===== src/rtl/sram4_pkg.sv =====
// Shared constants for the burst-of-four SRAM controller.
// All ages count ticks (half memory cycles) from the first command tick.
package sram4_pkg;
    localparam int BEATS = 4;
    typedef logic [1:0] off_t;
    typedef logic [2:0] age_t;
    // Age at which the command strobe is released after this tick.
    localparam age_t AGE_CMD_LAST  = 3'd1;
    // Write beats are loaded at the end of ticks aged 1..4.
    localparam age_t AGE_WR_FIRST  = 3'd1;
    localparam age_t AGE_WR_LOAD_E = 3'd4;
    localparam age_t AGE_WR_END    = 3'd5;
    // Read beats are sampled at the end of ticks aged 3..6.
    localparam age_t AGE_RD_FIRST  = 3'd3;
    localparam age_t AGE_RD_LAST   = 3'd6;
    // Minimum tick age of the last command before a new accept.
    localparam age_t GAP_ANY       = 3'd3;
    localparam age_t GAP_RD_TO_WR  = 3'd5;
    localparam age_t AGE_SAT       = 3'd7;
endpackage


===== src/rtl/sram4_issue.sv =====
// Command issue and clock-stop control.
// Accepts a request only at an edge after which the memory clock is high,
// enforces command spacing and read-to-write turnaround, drives the load
// strobe, select and address, and freezes the memory clock on sleep.
// Assumes the slots report busy until their last data tick has ended.
module sram4_issue
    import sram4_pkg::*;
#(
    parameter int AW = 8
) (
    input  logic          clk,
    input  logic          rst_n,
    input  logic          req_valid,
    input  logic          req_write,
    input  logic [AW-1:0] req_addr,
    input  logic          sleep_req,
    input  logic          busy,
    output logic          req_ready,
    output logic          accept,
    output logic          mem_k,
    output logic          mem_ld_n,
    output logic          mem_rw,
    output logic [AW-1:0] mem_addr,
    output logic          sleep_ack
);
    age_t since_cmd;   // ticks elapsed since the last command tick began
    logic last_rd;     // last command was a read
    logic gap_ok;

    // Spacing rule: 2 memory cycles, 3 after a read when writing.
    always_comb begin
        gap_ok = (since_cmd >= GAP_ANY) &&
                 (!(last_rd && req_write) || (since_cmd >= GAP_RD_TO_WR));
    end

    // Ready only in a low clock half with the bus schedule clear.
    always_comb begin
        req_ready = !sleep_ack && !sleep_req && !mem_k && gap_ok;
        accept    = req_valid && req_ready;
    end

    // Clock level, command pins and spacing counter.
    always_ff @(posedge clk) begin
        if (!rst_n) begin
            mem_k     <= 1'b0;
            mem_ld_n  <= 1'b1;
            mem_rw    <= 1'b1;
            mem_addr  <= '0;
            since_cmd <= AGE_SAT;
            last_rd   <= 1'b0;
        end else if (!sleep_ack) begin
            mem_k <= !mem_k;
            if (accept) begin
                mem_ld_n  <= 1'b0;
                mem_rw    <= !req_write;
                mem_addr  <= req_addr;
                last_rd   <= !req_write;
                since_cmd <= '0;
            end else begin
                if (since_cmd == AGE_CMD_LAST) mem_ld_n <= 1'b1;
                if (since_cmd != AGE_SAT) since_cmd <= since_cmd + 3'd1;
            end
        end
    end

    // Enter stop when idle, leave as soon as the request drops.
    always_ff @(posedge clk) begin
        if (!rst_n) sleep_ack <= 1'b0;
        else if (sleep_ack) sleep_ack <= sleep_req;
        else sleep_ack <= sleep_req && !busy && mem_ld_n;
    end


    cmd_on_khi_chk: assert property (@(posedge clk) disable iff (!rst_n)
        $fell(mem_ld_n) |-> mem_k);

    stop_clean_chk: assert property (@(posedge clk) disable iff (!rst_n)
        $rose(sleep_ack) |-> (!busy && mem_ld_n));

    stop_hold_chk: assert property (@(posedge clk) disable iff (!rst_n)
        (sleep_ack && $past(sleep_ack)) |->
            ($stable(mem_k) && $stable(mem_ld_n) && $stable(mem_addr) && $stable(mem_rw)));

    sleep_no_accept_chk: assert property (@(posedge clk) disable iff (!rst_n)
        sleep_req |-> !accept);
endmodule


===== src/rtl/sram4_slot.sv =====
// One in-flight burst tracker.
// Holds a burst from accept until its last data tick. For a write it
// shifts four beats onto the bus in rotated lane order. For a read it
// places the four sampled beats into offset order and pulses done.
// Assumes it is not reloaded within 8 ticks of its previous load.
module sram4_slot
    import sram4_pkg::*;
#(
    parameter int DW = 16,
    parameter int BW = 2
) (
    input  logic              clk,
    input  logic              rst_n,
    input  logic              adv,
    input  logic              load,
    input  logic              ld_write,
    input  off_t              ld_off,
    input  logic [4*DW-1:0]   ld_wdata,
    input  logic [4*BW-1:0]   ld_be,
    input  logic [DW-1:0]     dq_in,
    output logic              act,
    output logic [DW-1:0]     dq_out,
    output logic              dq_oe,
    output logic [BW-1:0]     bw_n,
    output logic              done,
    output logic [4*DW-1:0]   data
);
    logic            is_wr;
    age_t            age;
    off_t            off;
    logic [4*BW-1:0] be_q;
    off_t            wlane, rlane;
    logic            wr_step, rd_step;

    // Lane selection from start offset and beat number.
    always_comb begin
        wlane   = off + off_t'(age - AGE_WR_FIRST);
        rlane   = off + off_t'(age - AGE_RD_FIRST);
        wr_step = act && is_wr && (age >= AGE_WR_FIRST) && (age <= AGE_WR_LOAD_E);
        rd_step = act && !is_wr && (age >= AGE_RD_FIRST) && (age <= AGE_RD_LAST);
    end

    // Burst life cycle: load, age, drive or capture, retire.
    always_ff @(posedge clk) begin
        if (!rst_n) begin
            act   <= 1'b0;
            is_wr <= 1'b0;
            age   <= '0;
            off   <= '0;
            dq_oe <= 1'b0;
            bw_n  <= '1;
            done  <= 1'b0;
        end else begin
            done <= 1'b0;
            if (load) begin
                act   <= 1'b1;
                is_wr <= ld_write;
                age   <= '0;
                off   <= ld_off;
                data  <= ld_wdata;
                be_q  <= ld_be;
            end else if (act && adv) begin
                age <= age + 3'd1;
                if (wr_step) begin
                    dq_out <= data[wlane*DW +: DW];
                    bw_n   <= ~be_q[wlane*BW +: BW];
                    dq_oe  <= 1'b1;
                end
                if (is_wr && age == AGE_WR_END) begin
                    dq_oe <= 1'b0;
                    bw_n  <= '1;
                    act   <= 1'b0;
                end
                if (rd_step) data[rlane*DW +: DW] <= dq_in;
                if (!is_wr && age == AGE_RD_LAST) begin
                    done <= 1'b1;
                    act  <= 1'b0;
                end
            end
        end
    end


    done_pulse_chk: assert property (@(posedge clk) disable iff (!rst_n)
        done |=> !done);

    oe_wr_only_chk: assert property (@(posedge clk) disable iff (!rst_n)
        dq_oe |-> is_wr);
endmodule


===== src/rtl/sram_burst4_ctrl.sv =====
// Burst-of-four DDR SRAM controller top.
// Runs on a clock at twice the memory rate. Rotates user lanes to the
// memory's wrapping burst order, alternates bursts over NSLOT trackers
// and merges their bus drive and read responses.
// Assumes NSLOT >= 2 so overlapping bursts always find a free tracker.
module sram_burst4_ctrl
    import sram4_pkg::*;
#(
    parameter int AW    = 8,
    parameter int DW    = 16,
    parameter int NSLOT = 2
) (
    input  logic                  clk,
    input  logic                  rst_n,
    input  logic                  req_valid,
    output logic                  req_ready,
    input  logic                  req_write,
    input  logic [AW-1:0]         req_addr,
    input  logic [4*DW-1:0]       req_wdata,
    input  logic [4*(DW/8)-1:0]   req_be,
    output logic                  rsp_valid,
    output logic [4*DW-1:0]       rsp_rdata,
    input  logic                  sleep_req,
    output logic                  sleep_ack,
    output logic                  mem_k,
    output logic                  mem_ld_n,
    output logic                  mem_rw,
    output logic [AW-1:0]         mem_addr,
    output logic [DW/8-1:0]       mem_bw_n,
    output logic [DW-1:0]         mem_dq_out,
    output logic                  mem_dq_oe,
    input  logic [DW-1:0]         mem_dq_in
);
    localparam int BW = DW / 8;
    localparam int PW = (NSLOT > 1) ? $clog2(NSLOT) : 1;

    logic              accept;
    logic              busy;
    logic [PW-1:0]     ptr;
    logic [NSLOT-1:0]  s_act, s_oe, s_done;
    logic [DW-1:0]     s_dq   [NSLOT];
    logic [BW-1:0]     s_bw   [NSLOT];
    logic [4*DW-1:0]   s_data [NSLOT];

    sram4_issue #(.AW(AW)) u_issue (
        .clk       (clk),
        .rst_n     (rst_n),
        .req_valid (req_valid),
        .req_write (req_write),
        .req_addr  (req_addr),
        .sleep_req (sleep_req),
        .busy      (busy),
        .req_ready (req_ready),
        .accept    (accept),
        .mem_k     (mem_k),
        .mem_ld_n  (mem_ld_n),
        .mem_rw    (mem_rw),
        .mem_addr  (mem_addr),
        .sleep_ack (sleep_ack)
    );

    // Round-robin tracker pointer, advanced on each accept.
    always_ff @(posedge clk) begin
        if (!rst_n) ptr <= '0;
        else if (accept) ptr <= (ptr == PW'(NSLOT - 1)) ? '0 : ptr + 1'b1;
    end

    for (genvar i = 0; i < NSLOT; i++) begin : g_slot
        sram4_slot #(.DW(DW), .BW(BW)) u_slot (
            .clk      (clk),
            .rst_n    (rst_n),
            .adv      (!sleep_ack),
            .load     (accept && (ptr == PW'(i))),
            .ld_write (req_write),
            .ld_off   (req_addr[1:0]),
            .ld_wdata (req_wdata),
            .ld_be    (req_be),
            .dq_in    (mem_dq_in),
            .act      (s_act[i]),
            .dq_out   (s_dq[i]),
            .dq_oe    (s_oe[i]),
            .bw_n     (s_bw[i]),
            .done     (s_done[i]),
            .data     (s_data[i])
        );
    end

    // Merge tracker bus drive and read responses.
    always_comb begin
        mem_dq_out = '0;
        mem_dq_oe  = 1'b0;
        mem_bw_n   = '1;
        rsp_valid  = 1'b0;
        rsp_rdata  = '0;
        for (int i = 0; i < NSLOT; i++) begin
            if (s_oe[i]) begin
                mem_dq_out = mem_dq_out | s_dq[i];
                mem_bw_n   = mem_bw_n & s_bw[i];
                mem_dq_oe  = 1'b1;
            end
            if (s_done[i]) begin
                rsp_valid = 1'b1;
                rsp_rdata = rsp_rdata | s_data[i];
            end
        end
        busy = |s_act;
    end


    no_contention_chk: assert property (@(posedge clk) disable iff (!rst_n)
        $onehot0(s_oe));

    one_rsp_chk: assert property (@(posedge clk) disable iff (!rst_n)
        $onehot0(s_done));

    reset_idle_chk: assert property (@(posedge clk)
        !rst_n |=> (mem_ld_n && !mem_dq_oe && !rsp_valid && !sleep_ack));
endmodule


===== config.mk =====
export PLATFORM = sky130hd
export DESIGN_NAME = sram_burst4_ctrl
export DESIGN_NICKNAME = d
export VERILOG_FILES = /design/src/rtl/sram4_pkg.sv /design/src/rtl/sram4_issue.sv /design/src/rtl/sram4_slot.sv /design/src/rtl/sram_burst4_ctrl.sv
export SDC_FILE = /design/constraint.sdc
export NUM_CORES = 1
export LEC_CHECK = 0
export BUFFER_PORTS_ARGS = -buffer_cell sky130_fd_sc_hd__buf_2
export CORE_ASPECT_RATIO = 0.7
export CORE_MARGIN = 4
export CORE_UTILIZATION = 56
export CTS_CLUSTER_DIAMETER = 30
export DETAILED_ROUTE_END_ITERATION = 8
export HOLD_SLACK_MARGIN = 0.08
export PLACE_DENSITY_LB_ADDON = 0.25
export SLEW_MARGIN = 20
export SYNTH_ARGS = -nofsm -noshare
export SYNTH_HDL_FRONTEND = slang
export SYNTH_SLANG_ARGS = --single-unit

===== constraint.sdc =====
create_clock -name clk -period 3.8 [get_ports clk]
set_input_delay 0.19 -clock clk [delete_from_list [all_inputs] [get_ports clk]]
set_output_delay 0.19 -clock clk [all_outputs]
set_load 0.02 [all_outputs]

==> key figures <==
STA
  • Final setup violation count: 0
  • Hold WS: 0.0922 ns
  • Least-Margin Pin Slew: 0.931 ns
  • Slew Viols, Final: 0
  • RSZ-0062 raised after global routing: false
  • Clock skew: 0.00992 ns
  • Rel. slew slack: 38.0%
  • Final worst path period share: 91.9%
  • Setup TNS: 0 ns
  • Final hold viol count: 0
  • Max Clock Freq: 286 MHz
  • Tmin final: 3.49 ns

CTS
  • CTS Sinks: 215
  • Clock Pin Slew Worst Setup and Hold Paths: 0.05 ns
  • Longest Clk Path Bufs: 3
  • Post-CTS Resized: 0
  • Inserted Clock Buffers: 35
  • TritonCTS clock tree: yes
  • CTS Root Cell: clkbuf_16
  • H-tree depth: 2
  • Clock Latency Late Sink: 0.50 ns

Cells and area
  • Final Cell Area: 14300 sq um
  • Area grow syn2layout: 30.4%
  • Share of cells above drive strength 1: 26.9%
  • Final #Nets: 1329
  • Most frequent cells in the layout: buf_2, nand2_1, edfxtp_1
  • Commonest non-fill, non-tap cell in the layout: buf_2

Synth
  • Synth area leader: edfxtp_1
  • Post-synth EDFFs: 176
  • Yosys reg bits: 215
  • Ys Warns: 0
  • Distinct cell type count after synthesis: 57
  • Part of the Yosys area used for sequential elements: 55.4%
  • Mapped Area: 10900 sq um
  • Post-synthesis net count: 1051
  • Mapped Cells: 928
  • Ys async rst share: 0%
  • Synth area leaders: edfxtp_1, a22o_1, dfxtp_1
  • Top_reg_cell synth: edfxtp_1
  • Yosys top cell area share: 48.3%
  • Mean area per synthesized cell: 11.8 sq um

Critical path
  • Crit-path leading delay family: simple AND/OR/NAND/NOR gates
  • Reg2reg path depth: 9
  • Critical Path Sink Type: flop
  • Slowest cell on crit path: and3_1
  • CP arrival: 3.81 ns
  • WP buf/inv: 2
  • CP Data Required Time: 4.12 ns
  • Crit-path cells: inv_1, ha_1, xnor2_2, xnor2_2, inv_1, ha_1, and3_1, nand2_1, o21ai_0
  • Max Fanout on Critical Path: 18
  • Crit path kind: reg -> reg
  • Crit start category: flop
  • Stages on worst setup path: 9
  • CP peak stage delay: 0.71 ns

Place
  • GP Congestion: 0.969
  • HPWL Detailed: 24.5 mm
  • Placed Area: 12200 sq um
  • Input/output buffers: 197

Worst hold path
  • WHS Path Cells: 2
  • Worst Hold Class: in -> reg

Floorplanning
  • Die Y-Extent: 125 um
  • Row count: 42
  • Initial Utilization: 57.4%
  • IO Pins: 198
  • Die Width: 175 um
  • CORE AREA: 19100 sq um
  • Die area: 21900 sq um

GRT
  • Congestion Overflow GR: 0
  • Pin count of the biggest net entering global routing: 69
  • First-pass GRT wire length: 54.3 mm
  • Total Routing Usage GR: 32.4%
  • Vias in the first global route: 9088
  • Initial antenna violation count: 5

Route
  • Drc violations: 0
  • Routed WL per cell: 24.5 um
  • Vias per std cell: 6.36
  • Antenna Nets Post-Route: 0
  • 1st-iter DRT viols: 1258
  • Routed WL: 36.7 mm
  • Vias: 9523
  • 1st-pass router iterations: 5

Pwr
  • PwrDens: 477 nW/um^2
  • VDD IR max: 0.000340 V
  • Pleak: 0.00564 uW

Run
  • MaxCap Viol Count: 0

Run status
  • Status: complete, no violations
flip-flops by register name, indices dropped and copies added, names as in the netlist:
signal,count
g_slot.u_slot.dq_out,32
u_issue.sleep_ack,1
u_issue.mem_rw,1
g_slot.u_slot.dq_oe,2
g_slot.u_slot.age,6
g_slot.u_slot.be_q,16
ptr,1
u_issue.mem_k,1
g_slot.u_slot.data,128
u_issue.since_cmd,3
g_slot.u_slot.act,2
u_issue.last_rd,1
g_slot.u_slot.done,2
g_slot.u_slot.off,4
u_issue.mem_addr,8
g_slot.u_slot.bw_n,4
u_issue.mem_ld_n,1
g_slot.u_slot.is_wr,2
worst paths after layout:
path	from	endpoint	slack [ns]
hold / removal	mem_dq_in[8]	g_slot[0].u_slot.data[24]$_DFFE_PP_	0.09
hold reg to reg	g_slot[0].u_slot.off[0]$_SDFFE_PN0P_	g_slot[0].u_slot.off[0]$_SDFFE_PN0P_	0.45
setup / recovery	g_slot[1].u_slot.age[0]$_SDFFE_PP0P_	g_slot[1].u_slot.data[4]$_DFFE_PP_	0.31
setup reg to reg	g_slot[1].u_slot.age[0]$_SDFFE_PP0P_	g_slot[1].u_slot.data[4]$_DFFE_PP_	0.31
kinds of logic (layout without fill, tap and decap cells):
| kind of cell | after synthesis | count (layout) | share of synthesized area (%) |
|---|---|---|---|
| simple gates | 307 | 307 | 12.7 |
| mux | 38 | 38 | 7.36 |
| compound gates | 244 | 244 | 17.5 |
| buf+inv | 94 | 398 | 3.73 |
| other cells | 0 | 1 | 0 |
| fa+ha+maj | 22 | 22 | 2.51 |
| xor+xnor | 8 | 8 | 0.834 |
| flops | 215 | 215 | 55.4 |
layer usage:
metal | GRT usage (%) | wire, um | share of wire [%] | vias to the layer above
li1 | - | - | - | 4134
met4 | 7.53 | 707 | 1.9 | 4
met1 | 46.4 | 14000 | 38 | 4571
met2 | 45.7 | 15500 | 42 | 743
met3 | 15.0 | 6400 | 17 | 71
met5 | 0 | 25 | 0.068 | -
power breakdown:
part           switching, uW  internal, uW
clock                   1140          1940
sequential              70.8          2670
combinational            569           414
per-stage QoR:
stage / utilization [%] / cells / total power, uW / worst slack (ns)
5_1_grt: 74.8 / 1497 / 7000 / 0.136
2_1_floorplan: - / 928 / 3350 / 0.652
3_5_place_dp: 64.0 / 1341 / 3660 / 0.382
6_report: 74.8 / 1497 / 6800 / 0.309
4_1_cts: 74.8 / 1496 / 6780 / 0.370
3_3_place_gp: 64.0 / 1341 / 3640 / 0.617
synthesized netlist by cell type (all sizes together) (8+ instances only):
cell	n
nand2	184
edfxtp	176
a22o	112
o31ai	54
nand3	48
clkbuf	42
dfxtp	39
mux4	34
buf	33
a21oi	22
ha	22
inv	18
nor2	18
o21ai	18
nand2b	17
nor3	17
a21o	8
area by class of cell:
| type | count | area (sq um) |
|---|---|---|
| antenna | 1 | 2.50 |
| clock buffer | 42 | 955 |
| clock inverter | 21 | 189 |
| fill | 1267 | 4800 |
| inverter | 19 | 71.3 |
| multi-input combinational | 619 | 4520 |
| sequential | 215 | 6070 |
| tap | 264 | 330 |
| timing repair buffer | 316 | 2130 |
timing repair:
item,4_1_cts,5_1_grt
hold endpoints to repair,165,0
buffers inserted,0,0
hold buffers,92,0
No activity file was read; power rests on OpenSTA's default activity.
